==> config.mk <==
export PLATFORM = sky130hd
export DESIGN_NAME = bidir_xcvr
export DESIGN_NICKNAME = d
export VERILOG_FILES = /design/src/rtl/xcvr_pkg.sv /design/src/rtl/xcvr_edge_det.sv /design/src/rtl/xcvr_store.sv /design/src/rtl/xcvr_lane.sv /design/src/rtl/bidir_xcvr.sv
export SDC_FILE = /design/constraint.sdc
export NUM_CORES = 1
export LEC_CHECK = 0
export BUFFER_PORTS_ARGS = -buffer_cell sky130_fd_sc_hd__buf_2
export CORE_MARGIN = 4
export CORE_UTILIZATION = 34
export CTS_CLUSTER_SIZE = 8
export DETAILED_ROUTE_END_ITERATION = 8
export GPL_ROUTABILITY_DRIVEN = 0
export MAX_ROUTING_LAYER = met4
export RECOVER_POWER = 25
export SLEW_MARGIN = 5
export SYNTH_ARGS = -nofsm -noshare
export SYNTH_HDL_FRONTEND = slang
export SYNTH_SLANG_ARGS = --single-unit
==> constraint.sdc <==
create_clock -name clk_i -period 2.3 [get_ports clk_i]
set_input_delay 0.345 -clock clk_i [delete_from_list [all_inputs] [get_ports clk_i]]
set_output_delay 0.345 -clock clk_i [all_outputs]
set_load 0.02 [all_outputs]
==> src/rtl/xcvr_pkg.sv <==
`timescale 1ns/1ps
package xcvr_pkg;
  parameter int unsigned XCVR_W = 18;
  localparam int unsigned NUM_DIR = 2;

  typedef enum logic {
    DIR_AB = 1'b0,
    DIR_BA = 1'b1
  } xcvr_dir_e;

  typedef struct packed {
    logic oe_n;
    logic le;
    logic cp;
    logic ce_n;
  } xcvr_ctrl_t;
endpackage

==> src/rtl/xcvr_edge_det.sv <==
`timescale 1ns/1ps
module xcvr_edge_det (
  input  logic clk_i,
  input  logic rst_ni,
  input  logic cp_i,
  input  logic ce_ni,
  output logic cap_o
);
  logic cp_q;

  always_ff @(posedge clk_i or negedge rst_ni) begin
    if (!rst_ni) cp_q <= 1'b0;
    else         cp_q <= cp_i;
  end

  // qualified high-to-low strobe transition
  assign cap_o = cp_q & ~cp_i & ~ce_ni;
endmodule

==> src/rtl/xcvr_store.sv <==
`timescale 1ns/1ps
module xcvr_store #(
  parameter int unsigned W = xcvr_pkg::XCVR_W
) (
  input  logic         clk_i,
  input  logic         rst_ni,
  input  logic         le_i,
  input  logic         cap_i,
  input  logic [W-1:0] d_i,
  output logic [W-1:0] q_o
);
  always_ff @(posedge clk_i or negedge rst_ni) begin
    if (!rst_ni)            q_o <= '0;
    else if (le_i || cap_i) q_o <= d_i;
  end

  a_r3_capture: assert property (@(posedge clk_i) disable iff (!rst_ni)
    (cap_i && !le_i) |=> (q_o == $past(d_i)));
endmodule

==> src/rtl/xcvr_lane.sv <==
`timescale 1ns/1ps
module xcvr_lane
  import xcvr_pkg::*;
#(
  parameter int unsigned W = XCVR_W
) (
  input  logic         clk_i,
  input  logic         rst_ni,
  input  xcvr_ctrl_t   ctrl_i,
  input  logic [W-1:0] d_i,
  output logic [W-1:0] out_o,
  output logic [W-1:0] oe_o
);
  logic         cap;
  logic [W-1:0] q;
  logic [W-1:0] drv;
  logic         en;

  xcvr_edge_det u_edge (
    .clk_i (clk_i),
    .rst_ni(rst_ni),
    .cp_i  (ctrl_i.cp),
    .ce_ni (ctrl_i.ce_n),
    .cap_o (cap)
  );

  xcvr_store #(.W(W)) u_store (
    .clk_i (clk_i),
    .rst_ni(rst_ni),
    .le_i  (ctrl_i.le),
    .cap_i (cap),
    .d_i   (d_i),
    .q_o   (q)
  );

  assign drv   = ctrl_i.le ? d_i : q;
  assign en    = ~ctrl_i.oe_n & rst_ni;
  assign out_o = en ? drv : '0;
  assign oe_o  = {W{en}};

  a_r2_hold: assert property (@(posedge clk_i) disable iff (!rst_ni)
    (!ctrl_i.le && $stable(ctrl_i.cp)) |=> $stable(q));

  a_r4_ce_block: assert property (@(posedge clk_i) disable iff (!rst_ni)
    (!ctrl_i.le && ctrl_i.ce_n) |=> $stable(q));

  a_r9_track: assert property (@(posedge clk_i) disable iff (!rst_ni)
    ctrl_i.le |=> (q == $past(d_i)));
endmodule

==> src/rtl/bidir_xcvr.sv <==
`timescale 1ns/1ps
module bidir_xcvr
  import xcvr_pkg::*;
#(
  parameter int unsigned W = XCVR_W
) (
  input  logic         clk_i,
  input  logic         rst_ni,
  input  logic [W-1:0] a_in_i,
  input  logic [W-1:0] b_in_i,
  input  logic         ab_oe_ni,
  input  logic         ab_le_i,
  input  logic         ab_cp_i,
  input  logic         ab_ce_ni,
  input  logic         ba_oe_ni,
  input  logic         ba_le_i,
  input  logic         ba_cp_i,
  input  logic         ba_ce_ni,
  output logic [W-1:0] b_out_o,
  output logic [W-1:0] b_oe_o,
  output logic [W-1:0] a_out_o,
  output logic [W-1:0] a_oe_o
);
  xcvr_ctrl_t [NUM_DIR-1:0]   ctrl;
  logic [NUM_DIR-1:0][W-1:0]  src;
  logic [NUM_DIR-1:0][W-1:0]  dst;
  logic [NUM_DIR-1:0][W-1:0]  dst_oe;

  assign ctrl[DIR_AB] = '{oe_n: ab_oe_ni, le: ab_le_i, cp: ab_cp_i, ce_n: ab_ce_ni};
  assign ctrl[DIR_BA] = '{oe_n: ba_oe_ni, le: ba_le_i, cp: ba_cp_i, ce_n: ba_ce_ni};
  assign src[DIR_AB]  = a_in_i;
  assign src[DIR_BA]  = b_in_i;

  for (genvar d = 0; d < NUM_DIR; d++) begin : g_dir
    xcvr_lane #(.W(W)) u_lane (
      .clk_i (clk_i),
      .rst_ni(rst_ni),
      .ctrl_i(ctrl[d]),
      .d_i   (src[d]),
      .out_o (dst[d]),
      .oe_o  (dst_oe[d])
    );
  end

  assign b_out_o = dst[DIR_AB];
  assign b_oe_o  = dst_oe[DIR_AB];
  assign a_out_o = dst[DIR_BA];
  assign a_oe_o  = dst_oe[DIR_BA];

  a_r6_single_driver: assert property (@(posedge clk_i) disable iff (!rst_ni)
    !(!ab_oe_ni && !ba_oe_ni));

  a_r5_float_b: assert property (@(posedge clk_i) disable iff (!rst_ni)
    ab_oe_ni |-> (b_oe_o == '0 && b_out_o == '0));

  a_r5_float_a: assert property (@(posedge clk_i) disable iff (!rst_ni)
    ba_oe_ni |-> (a_oe_o == '0 && a_out_o == '0));
endmodule

==> results by stage, run 1 <==
Run status:
- The flow ran to the end, and the final reports show no timing, DRC or antenna violations.

Timing:
- Setup repair after global routing left no endpoint under its margin.
- The number of pins with negative max-slew slack in the final report came to 0.
- The maximum clock skew at final layout is 0.00501 ns.
- Setup violations remaining at the end of the flow were counted as 0.
- The hold violation count in the final report came to 0.
- The setup TNS is 0 ns.
- The worst path needs 1.71 ns of the cycle, external delays included.
- The maximum clock frequency is 0.584 GHz.
- The smallest setup slack after layout is 0.589 ns.
- The ratio of final minimum period to clock period is 74.4%.
- In this run the tightest slew margin relative to its limit is 28.8%.
- For the pin with the worst max-slew slack, the measured transition is 1.07 ns.

Global routing:
- The total overflow left after global routing is 0.
- The global routing usage summed across all routing layers is 15.0%.
- The pin count of the biggest net entering global routing is 37.
- The number of antenna violations at the first check in global routing is 0.
- The via count of the first global-routing pass came to 2135.
- The first global-routing pass estimated 10.7 mm of wire.

Worst setup path:
- On the worst path, the slowest cell contributes a delay of 0.26 ns.
- Data on the critical path is required at its endpoint by 1.96 ns.
- The type of element launching the critical path is an input pin.
- The slowest cell on the critical path is sky130_fd_sc_hd__inv_1.
- The start-to-end type of the worst setup path is in2out.
- Data arrives at the worst endpoint at 1.37 ns.
- Of all nets on the critical path, the largest fanout is 18.
- The type of element capturing the critical path is an output port.
- The critical path goes through clkbuf_1 > nand2b_1 > buf_4 > inv_1 > buf_2.

Synthesis:
- Summed over its instances, the top area cell type makes up 36.3% of the synthesized netlist area.
- The net count after synthesis is 330.
- The cell type with the highest aggregate area in the netlist is sky130_fd_sc_hd__dfrtp_1.
- For this run, the number of Yosys warnings is 0.
- The share of synthesized registers carrying an async set or reset is 100%.
- Sorting the synthesized cells by area gives the leading types as sky130_fd_sc_hd__dfrtp_1 (36%), sky130_fd_sc_hd__nand4bb_1 (15%), sky130_fd_sc_hd__buf_4 (11%).
- By count the netlist is led by sky130_fd_sc_hd__buf_4 (38), sky130_fd_sc_hd__dfrtp_1 (38), sky130_fd_sc_hd__nand2b_1 (38).
- The synthesized design contains 0 enable-type register cells.
- The number of different library cells used by synthesis comes to 13.
- The cell area after synthesis is 2620 sq um.
- The mean instance size in the synthesized netlist is 9.21 sq um.
- The number of register bits inferred by synthesis is 38.
- The synthesized instance count is 284.
- Sequential elements use 36.3% of the synthesized area.
- Among all flip-flop cells after synthesis, the most frequent one is sky130_fd_sc_hd__dfrtp_1.

Route:
- For this run, design rule violations remaining after detail routing come to 0.
- In this run, the number of DRC markers left after iteration 0 of detailed routing was 71.
- The post-detailed-routing wire length is 6.71 mm.
- The first detailed-routing pass ran for 5 iterations.
- The via count is 2295.
- The detail-routed via count per cell is 5.03.
- Dividing the detail-routed wire length by the instance count gives 14.7 um.
- Once detail routing completed, the nets flagged for antenna violations numbered 0.

Die:
- In this run the standard cell core region covers 7370 sq um.
- The initial utilization of the core area, before any placement, comes to 35.5%.
- The boundary pin count is 118.
- After floorplanning, the core was divided into 31 placement rows.
- The die covers 9160 sq um.
- The overall die height is 95.7 um.
- The die span in x is 95.7 um.

CTS:
- The clock passes through at most 2 buffers.
- TritonCTS built the clock tree.
- The clock tree root driver cell is sky130_fd_sc_hd__clkbuf_8.
- After clock tree synthesis, the clock-pin slew on the worst setup and hold paths is 0.08 ns.
- The number of sinks driven by the clock tree is 38.
- In this run, CTS created clock tree buffers numbering 5.
- The post-cts resize count is 0.
- Once the clock tree was built, the setup fixing pass inserted 0 buffers.
- The latest clock arrival within the worst-skew pair is 0.28 ns.
- The maximum level of the CTS H-tree is 2.
- The number of buffers inserted for hold repair after clock tree synthesis is 0.

Placement:
- Input and output buffers added on the ports amount to 117.
- The worst slack at placement is 0.626 ns.
- The detailed-placement wirelength estimate is 4.71 mm.

Power and ir drop:
- The peak supply drop is 198 uV.
- Power spread over the standard cell area amounts to 530 nW/um^2.
- The overall power is 1.63 mW.
- In this run the static leakage power is 1.44 nW.

Finish:
- The relative area change from synthesis to final layout is 17.4%.
- The post-route netlist has 37.0% of its cells at a drive strength greater than 1.
- The final-layout fill cell count is 745.
- The repair_antennas step left the layout with diodes totalling 0.
- At the end of the flow, the number of nets in the layout was 403.
- At the end of the flow the core is filled with cells to 41.7%.

Job:
- Max-cap violations in this run came to 0.

Worst hold path:
- The worst hold-check path type is in2reg.
## logic make-up (layout without fill, tap and decap cells)
logic type | Yosys count | in the layout | share of synthesized area [%]
AND/OR/NAND/NOR | 112 | 112 | 31.2
flip-flops | 38 | 38 | 36.3
AO/OA/AOI/OAI | 72 | 72 | 17.2
buffers and inverters | 62 | 135 | 15.3
## worst paths after layout
| path | start | to | slack [ns] | depth (start not counted) |
|---|---|---|---|---|
| max in group asynchronous | rst_ni | g_dir[1].u_lane.u_store.q_o[7]$_DFFE_PN0P_ | 1.19 | 2 |
| worst max register to register | g_dir[0].u_lane.u_edge.cp_q$_DFF_PN0_ | g_dir[0].u_lane.u_store.q_o[2]$_DFFE_PN0P_ | 0.96 | 2 |
| worst min register to register | g_dir[1].u_lane.u_store.q_o[16]$_DFFE_PN0P_ | g_dir[1].u_lane.u_store.q_o[16]$_DFFE_PN0P_ | 0.58 | 2 |
| worst min-delay path | b_in_i[1] | g_dir[1].u_lane.u_store.q_o[1]$_DFFE_PN0P_ | 0.32 | 3 |
| min in group asynchronous | rst_ni | g_dir[1].u_lane.u_store.q_o[17]$_DFFE_PN0P_ | 0.47 | 2 |
| worst max-delay path | rst_ni | b_oe_o[10] | 0.59 | 5 |
## final cells by class
type	instances	area [sq um]	area share, %
multi-input combinational	184	1270	41.2
sequential	38	951	31.0
timing repair buffer	126	644	21.0
tap	99	124	4.03
clock buffer	5	68.8	2.24
clock inverter	2	10.0	0.326
inverter	2	7.51	0.244
## power by group
part           switching (mW)  leakage (nW)  internal [mW]
clock network           0.231        0.0438          0.204
logic                   0.273         0.942          0.169
registers              0.0178         0.456          0.735
## stage by stage
stage	cell area (sq um)	std cells	hold WS (ns)
after floorplan	2620	284	0.0494
after global placement	3000	449	0.418
after detailed placement	3000	449	0.417
after CTS	3080	456	0.0995
after global routing	3070	456	0.321
final	3070	456	0.316
## sequential cells by signal, indices dropped and copies added (netlist names)
name and count:
g_dir.u_lane.u_edge.cp_q 2, g_dir.u_lane.u_store.q_o 36
## worst max-delay path: cells and delay by family
kind	cells	cell delay (ns)
buffers and inverters	4	0.88
AND/OR/NAND/NOR	1	0.14
## cells in the final DEF (no fill, tap or decap), drive strengths merged
cell type,synthesis,final
nor3b,2,2
clkbuf,12,8
inv,2,2
dfrtp,38,38
nand4bb,36,36
a21oi,36,36
nand2,36,36
nand2b,38,38
clkinv,0,2
buf,48,123
o211ai,36,36
## layer usage
layer | vias to the layer above | wire length (um) | GRT usage [%]
li1 | 1134 | - | -
met1 | 1064 | 3190 | 20.2
met2 | 95 | 2940 | 23.9
met3 | 2 | 563 | 2.97
met4 | 0 | 18 | 2.49
met5 | - | 0 | -
Power figures use the tool's default switching activity.
==> run 2, diff against run 1 <==
Settings changed: ABC_AREA set to 1.
Clock period 2.3 ns to 1.6 ns, I/O delays scaled along.
==> run 2 against run 1 <==
  * Register-to-register slack worse by 0.44 ns
  * Setup slack worse by 0.43 ns
  * Combinational power is 38% higher
  * Sequential share of layout area is 1.5 points higher
  * Total power is 47% higher
  * Non-clock buffer count is 4 lower
  * Clock-buffer cell count is 2 higher
  * Sequential cell count stayed put
  * Critical path type unchanged
  * Critical endpoint is now b_oe_o[12]
==> results by stage, run 2 <==
Die:
- The total core area is 7250 sq um (-1.6%).
- The die area is 8890 sq um (-2.9%).
- The overall die height is 94.3 um (-1.5%).
- The die span in x is 94.3 um (-1.5%).
- The number of standard-cell rows in the floorplan came to 31 (unchanged).
- The boundary pin count is 118 (unchanged).
- The initial core utilization came to 34.9% (-0.59 points).

Finish:
- The final layout net count is 445 (+10%).
- The antenna diode count came to 0 (unchanged).
- The share of layout cells above drive strength 1 came to 44.5% (+7.5 points).
- The commonest non-fill, non-tap cell in the layout is sky130_fd_sc_hd__buf_2.
- The largest registers in the layout are g_dir.u_lane.u_store.q_o: 36 flops, g_dir.u_lane.u_edge.cp_q: 2 flops.
- The final-layout fill cell count was 774 (+3.9%).
- Counting flops per register, the top entry is g_dir.u_lane.u_store.q_o.
- The relative area change from synthesis to final layout is 15.5%.
- The area taken by multi-input logic gates is 1090 sq um (-14%).
- The register area is 951 sq um (unchanged).
- The final design utilization came to 40.3% (-1.3 points).
- The number of flip-flops in the largest register is 36 (unchanged).
- The library cells used most frequently in the layout, excluding fill and tap cells, are sky130_fd_sc_hd__buf_2 (115), sky130_fd_sc_hd__nand2_1 (104), sky130_fd_sc_hd__nand2_2 (42), sky130_fd_sc_hd__dfrtp_1 (38).

Power and ir drop:
- The static power due to leakage is 1.64 nW (+14%).
- The ratio of total power to cell area is 817 nW/um^2 (+54%).
- The proportion of power drawn by flip-flops and latches was 46.1% (about the same).
- The share of total power consumed by net switching is 32.6% (+0.57 points).
- The combinational share of power came to 25.6% (-1.5 points).
- The peak supply drop is 321 uV (+62%).
- The reported net switching power is 0.778 mW (+49%).
- The clock power share was 28.2% (+1.5 points).
- The cell-internal power came to 1.61 mW (+45%).

CTS:
- The clock tree from TritonCTS is done.
- The clock edge transition at the registers on the reported setup and hold paths is 0.08 ns (about the same).
- The number of buffers created by CTS is 5 (unchanged).
- The clock tree buffer depth is 2 (unchanged).
- Clock tree synthesis selected as its root buffer the cell sky130_fd_sc_hd__clkbuf_8.
- The number of sinks driven by the clock tree is 38 (unchanged).
- The latest clock arrival within the worst-skew pair is 0.28 ns (about the same).
- The maximum level of the CTS H-tree is 2 (unchanged).
- The number of setup buffers added after CTS was 0 (unchanged).

Global routing:
- The overall overflow remaining after global route is 0 (unchanged).
- The first-pass GRT wire length is 9.65 mm (-9.6%).
- The number of antenna violations at the first check in global routing is 0 (unchanged).
- The pin count of the biggest net entering global routing is 38 (+2.7%).
- The global routing usage summed across all routing layers came to 13.9% (-1.1 points).
- The via count of the first global-routing pass is 2137 (+0.094%).

Worst hold path:
- The tightest min-delay check is of the in2reg type.

Worst setup path:
- The peak fanout along the critical path was 19 (+1).
- The type of element launching the critical path is an input pin.
- The critical path in this run is classified as in2out.
- The required time at the worst-slack endpoint was 1.36 ns (-0.60 ns).
- The worst endpoint data arrival time is 1.20 ns (-0.17 ns).
- The worst setup path is captured at an output port.

Job:
- The total of max-cap violations is 0 (unchanged).

Timing:
- The tightest slew margin relative to the limit is 66.3% (+38 points).
- The maximum clock frequency is 0.694 GHz.
- The setup TNS was 0 ns (unchanged).
- The maximum clock skew at final layout came to 0.00502 ns (+0.0000103 ns).
- The number of pins with negative max-slew slack in the final report is 0 (unchanged).
- The hold violation count in the final report is 0 (unchanged).
- The clock period could shrink to 1.44 ns.
- After layout, the worst path uses 90.0% of the clock period.
- Setup repair after global routing left no endpoint under its margin.
- The final-report setup violation count is 0 (unchanged).
- The transition at the pin with the smallest max-transition slack is 0.506 ns (-0.563 ns).

Synthesis:
- The share of synthesized registers carrying an async set or reset came to 100% (unchanged).
- For this run, the leading register cell type out of synthesis is sky130_fd_sc_hd__dfrtp_1.
- The sequential-to-total area share from yosys stat is 37.5% (+1.2 points).
- The number of flops mapped to enable cells by yosys came to 0 (unchanged).
- The cell type with the highest aggregate area in the netlist is sky130_fd_sc_hd__dfrtp_1.
- The number of warnings printed during yosys synthesis is 0 (unchanged).
- The area share of the largest cell type after synthesis came to 37.5% (+1.2 points).
- By area the synthesized netlist is led by sky130_fd_sc_hd__dfrtp_1 (38%), sky130_fd_sc_hd__nand2_1 (15%), sky130_fd_sc_hd__buf_4 (12%).
- After synthesis, the most frequently instantiated cells are sky130_fd_sc_hd__nand2_1 (104), sky130_fd_sc_hd__nand2_2 (42), sky130_fd_sc_hd__buf_4 (40).
- The synthesized instance count was 322 (+13%).
- Yosys instantiated no cell more often than sky130_fd_sc_hd__nand2_1.
- The cell area after synthesis was 2530 sq um (-3.2%).
- The net count after synthesis is 368 (+12%).
- The mean instance size in the synthesized netlist is 7.86 sq um (-15%).
- The count of distinct cell types in the synthesized netlist is 14 (+1).
- The number of register bits inferred by synthesis is 38 (unchanged).

Route:
- The via count is 2264 (-1.4%).
- The routed wire length per instance came to 11.9 um (-19%).
- The post-detailed-routing wire length is 5.93 mm (-12%).
- The number of nets with antenna violations after routing was 0 (unchanged).
- The detail-routed via count per cell is 4.54 (-9.9%).
- The number of DRC violations after detailed routing is 0 (unchanged).
- The number of optimization iterations in the first detailed-route pass is 4 (-1).
- The violation count after the first detailed-route iteration was 86 (+21%).

Run status:
- The run finished with clean final reports.

Placement:
- The count of buffers inserted at the top-level ports is 117 (unchanged).
- The detailed-placement wirelength estimate is 4.31 mm (-8.4%).
## run 2: cell count changes after synthesis, sizes merged
cell     before  now
nand2        36  148
inv           2   10
clkbuf       12    0
nor3b         2    0
buf          48   52
nand4bb      36    0
o211ai       36    0
nand3         0   38
nand2b       38    0
## run 2: area by class of cell
type                       instances  area share, %
sequential                        38           32.5
timing repair buffer             122           21.1
tap                               99           4.23
multi-input combinational        222           37.2
clock buffer                       7           2.95
inverter                          10           1.80
clock inverter                     1          0.171
## run 2: path summary, 6_finish.rpt
| check | start | endpoint | slack [ns] | cells past startpoint |
|---|---|---|---|---|
| max | ab_oe_ni | b_oe_o[12] | 0.16 | 5 |
| min | ba_cp_i | g_dir[1].u_lane.u_edge.cp_q$_DFF_PN0_ | 0.09 | 1 |
| max reg2reg | g_dir[0].u_lane.u_edge.cp_q$_DFF_PN0_ | g_dir[0].u_lane.u_store.q_o[3]$_DFFE_PN0P_ | 0.52 | 4 |
| min reg2reg | g_dir[1].u_lane.u_store.q_o[0]$_DFFE_PN0P_ | g_dir[1].u_lane.u_store.q_o[0]$_DFFE_PN0P_ | 0.52 | 2 |
| max in group asynchronous | rst_ni | g_dir[1].u_lane.u_store.q_o[8]$_DFFE_PN0P_ | 0.63 | 3 |
| min in group asynchronous | rst_ni | g_dir[0].u_lane.u_store.q_o[3]$_DFFE_PN0P_ | 0.60 | 3 |
## run 2: per-stage QoR
step                      std cells  hold WS (ns)  area [sq um]  setup slack, ns  power, mW
after floorplan                 322       -0.0556          2530            0.298       1.61
after global placement          490         0.276          2830            0.151       1.74
after detailed placement        490         0.288          2830            0.127       1.75
after CTS                       499        0.0700          2930            0.128       2.44
after global routing            499        0.0804          2930           0.0265       2.55
final                           499        0.0860          2930            0.159       2.39
## run 2: worst max-delay path, cell delays in order
cell and delay, ns:
sky130_fd_sc_hd__buf_2 0.10, sky130_fd_sc_hd__inv_1 0.05, sky130_fd_sc_hd__nand2_2 0.22, sky130_fd_sc_hd__inv_1 0.35, sky130_fd_sc_hd__buf_2 0.23
## run 2: power by group through the flow
stage	clock network (mW)	registers [mW]	logic, mW
after floorplan	0	1.11	0.502
after global placement	0	1.12	0.619
after detailed placement	0	1.12	0.627
after CTS	0.707	1.10	0.629
after global routing	0.751	1.11	0.688
final	0.675	1.10	0.612
## run 2: cell families (layout without fill, tap and decap cells)
group,count (synthesis),in the layout,synth area share [%]
buf+inv,62,140,19.5
flops,38,38,37.5
compound gates,36,36,7.11
simple gates,186,186,35.9
## run 2: timing repair
action / in CTS / in global routing
resized for setup: 0 / 0
hold buffers: 1 / 0
endpoints found under the hold margin: 38 / 0
## run 2: layer usage
metal  global-route usage [%]  vias to the layer above  wire (um)
met2                     22.8                       78       2840
met3                     2.96                        7        401
met5                        -                        -          0
met1                     17.1                     1039       2600
met4                     4.45                        0         87
li1                         -                     1140          -
